File: config.mk
export PLATFORM = sky130hd
export DESIGN_NAME = aud_port_csr
export DESIGN_NICKNAME = d
export VERILOG_FILES = /design/src/rtl/aud_csr_pkg.sv /design/src/rtl/aud_csr_decode.sv /design/src/rtl/aud_csr_ctrl.sv /design/src/rtl/aud_csr_flag.sv /design/src/rtl/aud_port_csr.sv
export SDC_FILE = /design/constraint.sdc
export NUM_CORES = 1
export LEC_CHECK = 0
export CAP_MARGIN = 20
export CORE_MARGIN = 2
export CORE_UTILIZATION = 30
export DETAILED_ROUTE_END_ITERATION = 16
export GPL_TIMING_DRIVEN = 0
export HOLD_SLACK_MARGIN = 0.12
export PLACE_DENSITY = 0.85
export SLEW_MARGIN = 20
export SYNTH_ARGS = -nofsm -noshare
export SYNTH_HDL_FRONTEND = slang
export SYNTH_HIERARCHICAL = 1
export SYNTH_SLANG_ARGS = --single-unit
File: constraint.sdc
create_clock -name clk -period 1.1 [get_ports clk]
set_input_delay 0.165 -clock clk [delete_from_list [all_inputs] [get_ports clk]]
set_output_delay 0.165 -clock clk [all_outputs]
set_load 0.03 [all_outputs]
File: src/rtl/aud_csr_pkg.sv
package aud_csr_pkg;
  localparam int CSR_DW  = 32;
  localparam int N_FLAG  = 2;

  // control bit positions
  localparam int B_SRST  = 31;
  localparam int B_GATE  = 30;
  localparam int B_RUN   = 0;
  localparam int B_ERRIE = 1;
  localparam int B_RX    = 2;
  localparam int B_WS    = 3;
  localparam int B_LRINV = 5;
  localparam int B_BFALL = 6;
  localparam int B_DLY   = 7;

  // status bit positions
  localparam int S_BUSY  = 0;
  localparam int S_FLAG0 = 1;

  localparam logic [CSR_DW-1:0] CTRL_WMASK = 32'hC000_00FF;
  localparam logic [CSR_DW-1:0] LOCK_MASK  = 32'hC000_0000;
  localparam logic [CSR_DW-1:0] CTRL_RST   = 32'hC000_0000;

  typedef enum logic [1:0] {
    OP_PLAIN = 2'd0,
    OP_SET   = 2'd1,
    OP_CLEAR = 2'd2,
    OP_NONE  = 2'd3
  } csr_op_e;

  function automatic logic [CSR_DW-1:0] apply_op(csr_op_e op,
                                                  logic [CSR_DW-1:0] cur,
                                                  logic [CSR_DW-1:0] wd);
    case (op)
      OP_PLAIN: return wd;
      OP_SET:   return cur | wd;
      OP_CLEAR: return cur & ~wd;
      default:  return cur;
    endcase
  endfunction
endpackage

File: src/rtl/aud_csr_decode.sv
module aud_csr_decode
  import aud_csr_pkg::*;
#(
  parameter int ADDR_W = 8
) (
  input  logic              wr,
  input  logic [ADDR_W-1:0] addr,
  output logic              ctrl_we,
  output logic              stat_clr,
  output csr_op_e           op,
  output logic              sel_ctrl,
  output logic              sel_stat
);
  localparam int REG_W = ADDR_W - 4;

  logic [REG_W-1:0] region;
  logic             aligned;

  assign region   = addr[ADDR_W-1:4];
  assign aligned  = (addr[1:0] == 2'b00);
  assign op       = csr_op_e'(addr[3:2]);
  assign sel_ctrl = (region == REG_W'(0));
  assign sel_stat = (region == REG_W'(1));

  assign ctrl_we  = wr && aligned && sel_ctrl && (op != OP_NONE);
  assign stat_clr = wr && aligned && sel_stat && (op == OP_CLEAR);
endmodule

File: src/rtl/aud_csr_ctrl.sv
module aud_csr_ctrl
  import aud_csr_pkg::*;
(
  input  logic              clk,
  input  logic              rst_n,
  input  logic              we,
  input  csr_op_e           op,
  input  logic [CSR_DW-1:0] wdata,
  output logic [CSR_DW-1:0] ctrl_q
);
  logic              locked;
  logic [CSR_DW-1:0] wmask;
  logic [CSR_DW-1:0] ctrl_d;

  assign locked = ctrl_q[B_SRST] | ctrl_q[B_GATE];
  assign wmask  = locked ? LOCK_MASK : CTRL_WMASK;

  always_comb begin
    ctrl_d = ctrl_q;
    if (we)
      ctrl_d = (ctrl_q & ~wmask) | (apply_op(op, ctrl_q, wdata) & wmask);
  end

  always_ff @(posedge clk or negedge rst_n) begin
    if (!rst_n) ctrl_q <= CTRL_RST;
    else        ctrl_q <= ctrl_d;
  end

  // configuration bits frozen while a lock bit is set
  a_r5_locked_hold: assert property (@(posedge clk) disable iff (!rst_n)
    locked |=> $stable(ctrl_q[B_GATE-1:0]));

  // set alias leaves every written one set
  a_r2_set_keeps: assert property (@(posedge clk) disable iff (!rst_n)
    (we && op == OP_SET && !locked) |=>
      ((ctrl_q & $past(wdata & CTRL_WMASK)) == $past(wdata & CTRL_WMASK)));

  // clear alias removes every written one
  a_r3_clear_drops: assert property (@(posedge clk) disable iff (!rst_n)
    (we && op == OP_CLEAR && !locked) |=>
      ((ctrl_q & $past(wdata & CTRL_WMASK)) == '0));
endmodule

File: src/rtl/aud_csr_flag.sv
module aud_csr_flag (
  input  logic clk,
  input  logic rst_n,
  input  logic evt,
  input  logic clr,
  output logic flag_q
);
  always_ff @(posedge clk or negedge rst_n) begin
    if (!rst_n)   flag_q <= 1'b0;
    else if (evt) flag_q <= 1'b1;
    else if (clr) flag_q <= 1'b0;
  end

  // an event in the same cycle as a clear leaves the flag set
  a_r7_event_wins: assert property (@(posedge clk) disable iff (!rst_n)
    evt |=> flag_q);

  // flag holds until cleared
  a_r6_sticky: assert property (@(posedge clk) disable iff (!rst_n)
    (flag_q && !clr) |=> flag_q);

  // a lone clear drops the flag
  a_r6_clear: assert property (@(posedge clk) disable iff (!rst_n)
    (clr && !evt) |=> !flag_q);
endmodule

File: src/rtl/aud_port_csr.sv
module aud_port_csr
  import aud_csr_pkg::*;
#(
  parameter int ADDR_W = 8
) (
  input  logic              clk,
  input  logic              rst_n,
  input  logic              bus_wr,
  input  logic [ADDR_W-1:0] bus_addr,
  input  logic [31:0]       bus_wdata,
  output logic [31:0]       bus_rdata,
  input  logic              fifo_under_evt,
  input  logic              fifo_over_evt,
  input  logic              xfer_active,
  output logic              irq_o,
  output logic              soft_rst_o,
  output logic              clk_gate_o,
  output logic              run_o,
  output logic              rx_mode_o,
  output logic [1:0]        word_size_o,
  output logic              lr_invert_o,
  output logic              bclk_fall_o,
  output logic              frame_delay_o
);
  logic              ctrl_we, stat_clr, sel_ctrl, sel_stat;
  csr_op_e           op;
  logic [CSR_DW-1:0] ctrl_q;
  logic [N_FLAG-1:0] evt_v, clr_v, flag_v;
  logic [CSR_DW-1:0] stat_w;
  logic              busy;

  aud_csr_decode #(.ADDR_W(ADDR_W)) u_dec (
    .wr       (bus_wr),
    .addr     (bus_addr),
    .ctrl_we  (ctrl_we),
    .stat_clr (stat_clr),
    .op       (op),
    .sel_ctrl (sel_ctrl),
    .sel_stat (sel_stat)
  );

  aud_csr_ctrl u_ctrl (
    .clk    (clk),
    .rst_n  (rst_n),
    .we     (ctrl_we),
    .op     (op),
    .wdata  (bus_wdata),
    .ctrl_q (ctrl_q)
  );

  assign evt_v = {fifo_over_evt, fifo_under_evt};

  for (genvar i = 0; i < N_FLAG; i++) begin : g_flag
    assign clr_v[i] = stat_clr & bus_wdata[S_FLAG0 + i];
    aud_csr_flag u_flag (
      .clk    (clk),
      .rst_n  (rst_n),
      .evt    (evt_v[i]),
      .clr    (clr_v[i]),
      .flag_q (flag_v[i])
    );
  end

  assign busy = ctrl_q[B_RUN] | xfer_active;

  always_comb begin
    stat_w = '0;
    stat_w[S_BUSY] = busy;
    stat_w[S_FLAG0 +: N_FLAG] = flag_v;
  end

  always_comb begin
    if (sel_ctrl)      bus_rdata = ctrl_q;
    else if (sel_stat) bus_rdata = stat_w;
    else               bus_rdata = '0;
  end

  always_ff @(posedge clk or negedge rst_n) begin
    if (!rst_n) irq_o <= 1'b0;
    else        irq_o <= ctrl_q[B_ERRIE] & (|flag_v);
  end

  assign soft_rst_o    = ctrl_q[B_SRST];
  assign clk_gate_o    = ctrl_q[B_GATE];
  assign run_o         = ctrl_q[B_RUN];
  assign rx_mode_o     = ctrl_q[B_RX];
  assign word_size_o   = ctrl_q[B_WS +: 2];
  assign lr_invert_o   = ctrl_q[B_LRINV];
  assign bclk_fall_o   = ctrl_q[B_BFALL];
  assign frame_delay_o = ctrl_q[B_DLY];

  // enabled pending flag raises the interrupt one cycle later
  a_r8_irq_follow: assert property (@(posedge clk) disable iff (!rst_n)
    (ctrl_q[B_ERRIE] && (|flag_v)) |=> irq_o);

  // no enabled flag, no interrupt next cycle
  a_r8_irq_quiet: assert property (@(posedge clk) disable iff (!rst_n)
    !(ctrl_q[B_ERRIE] && (|flag_v)) |=> !irq_o);

  // reserved-offset write leaves control untouched
  a_r10_rsvd_write: assert property (@(posedge clk) disable iff (!rst_n)
    (bus_wr && sel_ctrl && op == OP_NONE) |=> $stable(ctrl_q));
endmodule

==> impl_metrics.tcl <==
set metrics [dict create \
    status "complete, but fails checks" \
    violations "setup timing" \
    total_power_mw 1.29 \
    antenna_found_initial 0 \
    period_share_pct 122 \
    maxSlewHeadroom_pct 61.4 \
    start_kind "input port" \
    placementRows 21 \
    post_drt_via_cell_ratio 4.28 \
    io_pins 88 \
    final_max_slew_viol_count 0 \
    power_frac_comb_pct 34.9 \
    cap_viol_max_count 0 \
    gr-max-usage-layer "met2" \
    synth.area.mux_share_pct 0 \
    worst_slew_pin_slew_ns 0.577 \
    min_period_ns 1.34 \
    cts_hold_buf 0 \
    grt_start_max_net_pins 14 \
    yosysTopAreaCell "dfrtp_1" \
    r2r_slack_ns -0.18 \
    seqPwrFrac_pct 41.7 \
    initial_core_util_pct 32.1 \
    gp_congestion 0.702 \
    synth-xor-area-share_pct 1.48 \
    fin_ws_ns -0.245 \
    fin_nets 249 \
    power_frac_clock_pct 23.5 \
    clk_latency_ns 0.27 \
    netlist.area_leader.share_pct 25.1 \
    drc 0 \
    grt_pass1_vias 1022 \
    htreeDepth 1 \
    synthCells 118 \
    final_common_cell "buf_4" \
    reg2reg_depth 3 \
    dr.pass1.iters 4 \
    power_density_mw_per_mm2 694 \
    synthFlopType "dfrtp_1" \
    synthSimpleGateAreaFrac_pct 28.5 \
    critPathKind "input port to output port" \
    track_usage_pct 13.6 \
    min_path_type "input port to async pin" \
    ys_ff_latch 13 \
    whs_ns 0.253 \
    rsz0062_at_grt "yes" \
    cts_tree "built" \
    switching_share_pct 32.0 \
    dp_slack_ns -1.40 \
    clkSlewWorstSetupHoldPaths_ns 0.08 \
    cp_max_fo 4 \
    dp_hpwl_mm 2.00 \
    finalSetupViolations 24 \
    portBuffers 43 \
    netlist_area_mm2 0.00110 \
    arrival_ns 1.18 \
    grt_use_met3_pct 1.91 \
    grt_overflow_total 0 \
    p_int_mw 0.875 \
    synth_area_per_cell_um2 9.30 \
    instances_no_fill 248 \
    dieArea_mm2 0.00416 \
    fp.dieH_um 64.5 \
    cts_sinks 13 \
    mostFrequentLayoutCells "buf_4, and2_1, conb_1" \
    switching_power_mw 0.412 \
    place_area_mm2 0.00169 \
    ys_seq_area_share_pct 29.9 \
    core_mm2 0.00342 \
    final_antenna_net_count 0 \
    diodes 0 \
    cts-root-buf "clkbuf_4" \
    fp.dieW_um 64.5 \
    clock_skew_ns 0.00280 \
    synth_edf_count 0 \
    synth_fa_ha_area_share_pct 0 \
    use_met1_pct 15.7 \
    vias 1061 \
    grt_pass1_wl_mm 4.51 \
    post_drt_wl_per_cell_um 11.3 \
    design_area_mm2 0.00185 \
    routed_wl_mm 2.81 \
    finalSetupTns_ns -4.43 \
    power_leakage_nw 0.928 \
    met2_usage_pct 26.0 \
    area_growth_pct 69.0 \
    r2r-start "u_ctrl/ctrl_q[30]" \
    postLayoutCoreUtil_pct 54.3 \
    synth.area.top_cells "dfrtp_1, and2_1, buf_4, a22o_1, o211ai_1" \
    cts_made_buffers 3 \
    clockBufferDepth 2 \
    fmax_mhz 744 \
    hold_viol 0 \
    synth_compound_area_share_pct 20.0 \
    synth_top_family_by_area "simple AND/OR/NAND/NOR gates" \
    first_iter_violations 22 \
    irDropWorstVdd_v 0.000339 \
    drive_above_1_share_pct 46.0 \
    yosysUniqueCellTypes 26 \
    worst_setup_path_end_kind "output port" \
    dpl.cell_count 228 \
    cp.required_ns 0.94 \
    yosysWarningCount 6 \
    async_reset_ff_share_pct 100 \
]
## cells by family after synthesis
kind of cell	after synthesis
buffers and inverters	31
XOR/XNOR	1
AO/OA/AOI/OAI	27
flip-flops	13
AND/OR/NAND/NOR	45
other	1
## worst max-delay path: stages
cell	delay, ns
buf_8	0.10
nor4_4	0.27
buf_4	0.19
buf_6	0.10
nor2b_2	0.03
o22a_1	0.18
buf_6	0.14
## Yosys cell counts, drive strengths merged, types with 2 or more instances
master  instances
a21o            2
a22o           10
and2           31
buf            26
clkbuf          2
dfrtp          11
dfstp           2
inv             3
nand2           5
nor2b           3
nor3b           2
o211ai          8
o21ai           4
## power by group through the flow
stage / Sequential [mW] / Combinational (mW) / Clock (mW)
4_1_cts: 0.536 / 0.430 / 0.304
6_report: 0.536 / 0.448 / 0.302
5_1_grt: 0.541 / 0.481 / 0.339
2_1_floorplan: 0.593 / 0.194 / 0
3_3_place_gp: 0.546 / 0.423 / 0
3_5_place_dp: 0.547 / 0.428 / 0
## layer usage
layer	routed length, µm	share of wire, %
met1	1150	41
met2	1490	53
met3	155	5.5
met4	19	0.68
met5	0	0
## repair_timing
item | 4_1_cts | 5_1_grt
resized for setup | 164 | 12
setup buffers | 10 | 6
cloned | 0 | 1
pin swaps | 6 | 9
setup endpoints to repair | 32 | 26
## area by class of cell
cell class                      count  area (µm²)
Clock buffer                        4        26.3
Inverter                            3        11.3
Fill cell                         323        1560
Timing Repair Buffer               60         531
Buffer                             27         210
Sequential cell                    13         328
Tap cell                           46        57.6
Multi-Input combinational cell     95         691
## worst max path at each step
stage           startpoint      endpoint  slack (ns)  cells past startpoint
6_report       bus_addr[5]  bus_rdata[0]       -0.24                      7
2_1_floorplan  bus_addr[6]          flop       -0.46                      6
5_1_grt        bus_addr[5]  bus_rdata[0]       -0.29                      7
4_1_cts        bus_addr[4]          flop       -0.26                      9
3_5_place_dp   bus_addr[6]  bus_rdata[6]       -1.40                      5
3_3_place_gp   bus_addr[6]  bus_rdata[4]       -1.37                      5
Note: power is estimated with default switching activity, not from simulation.
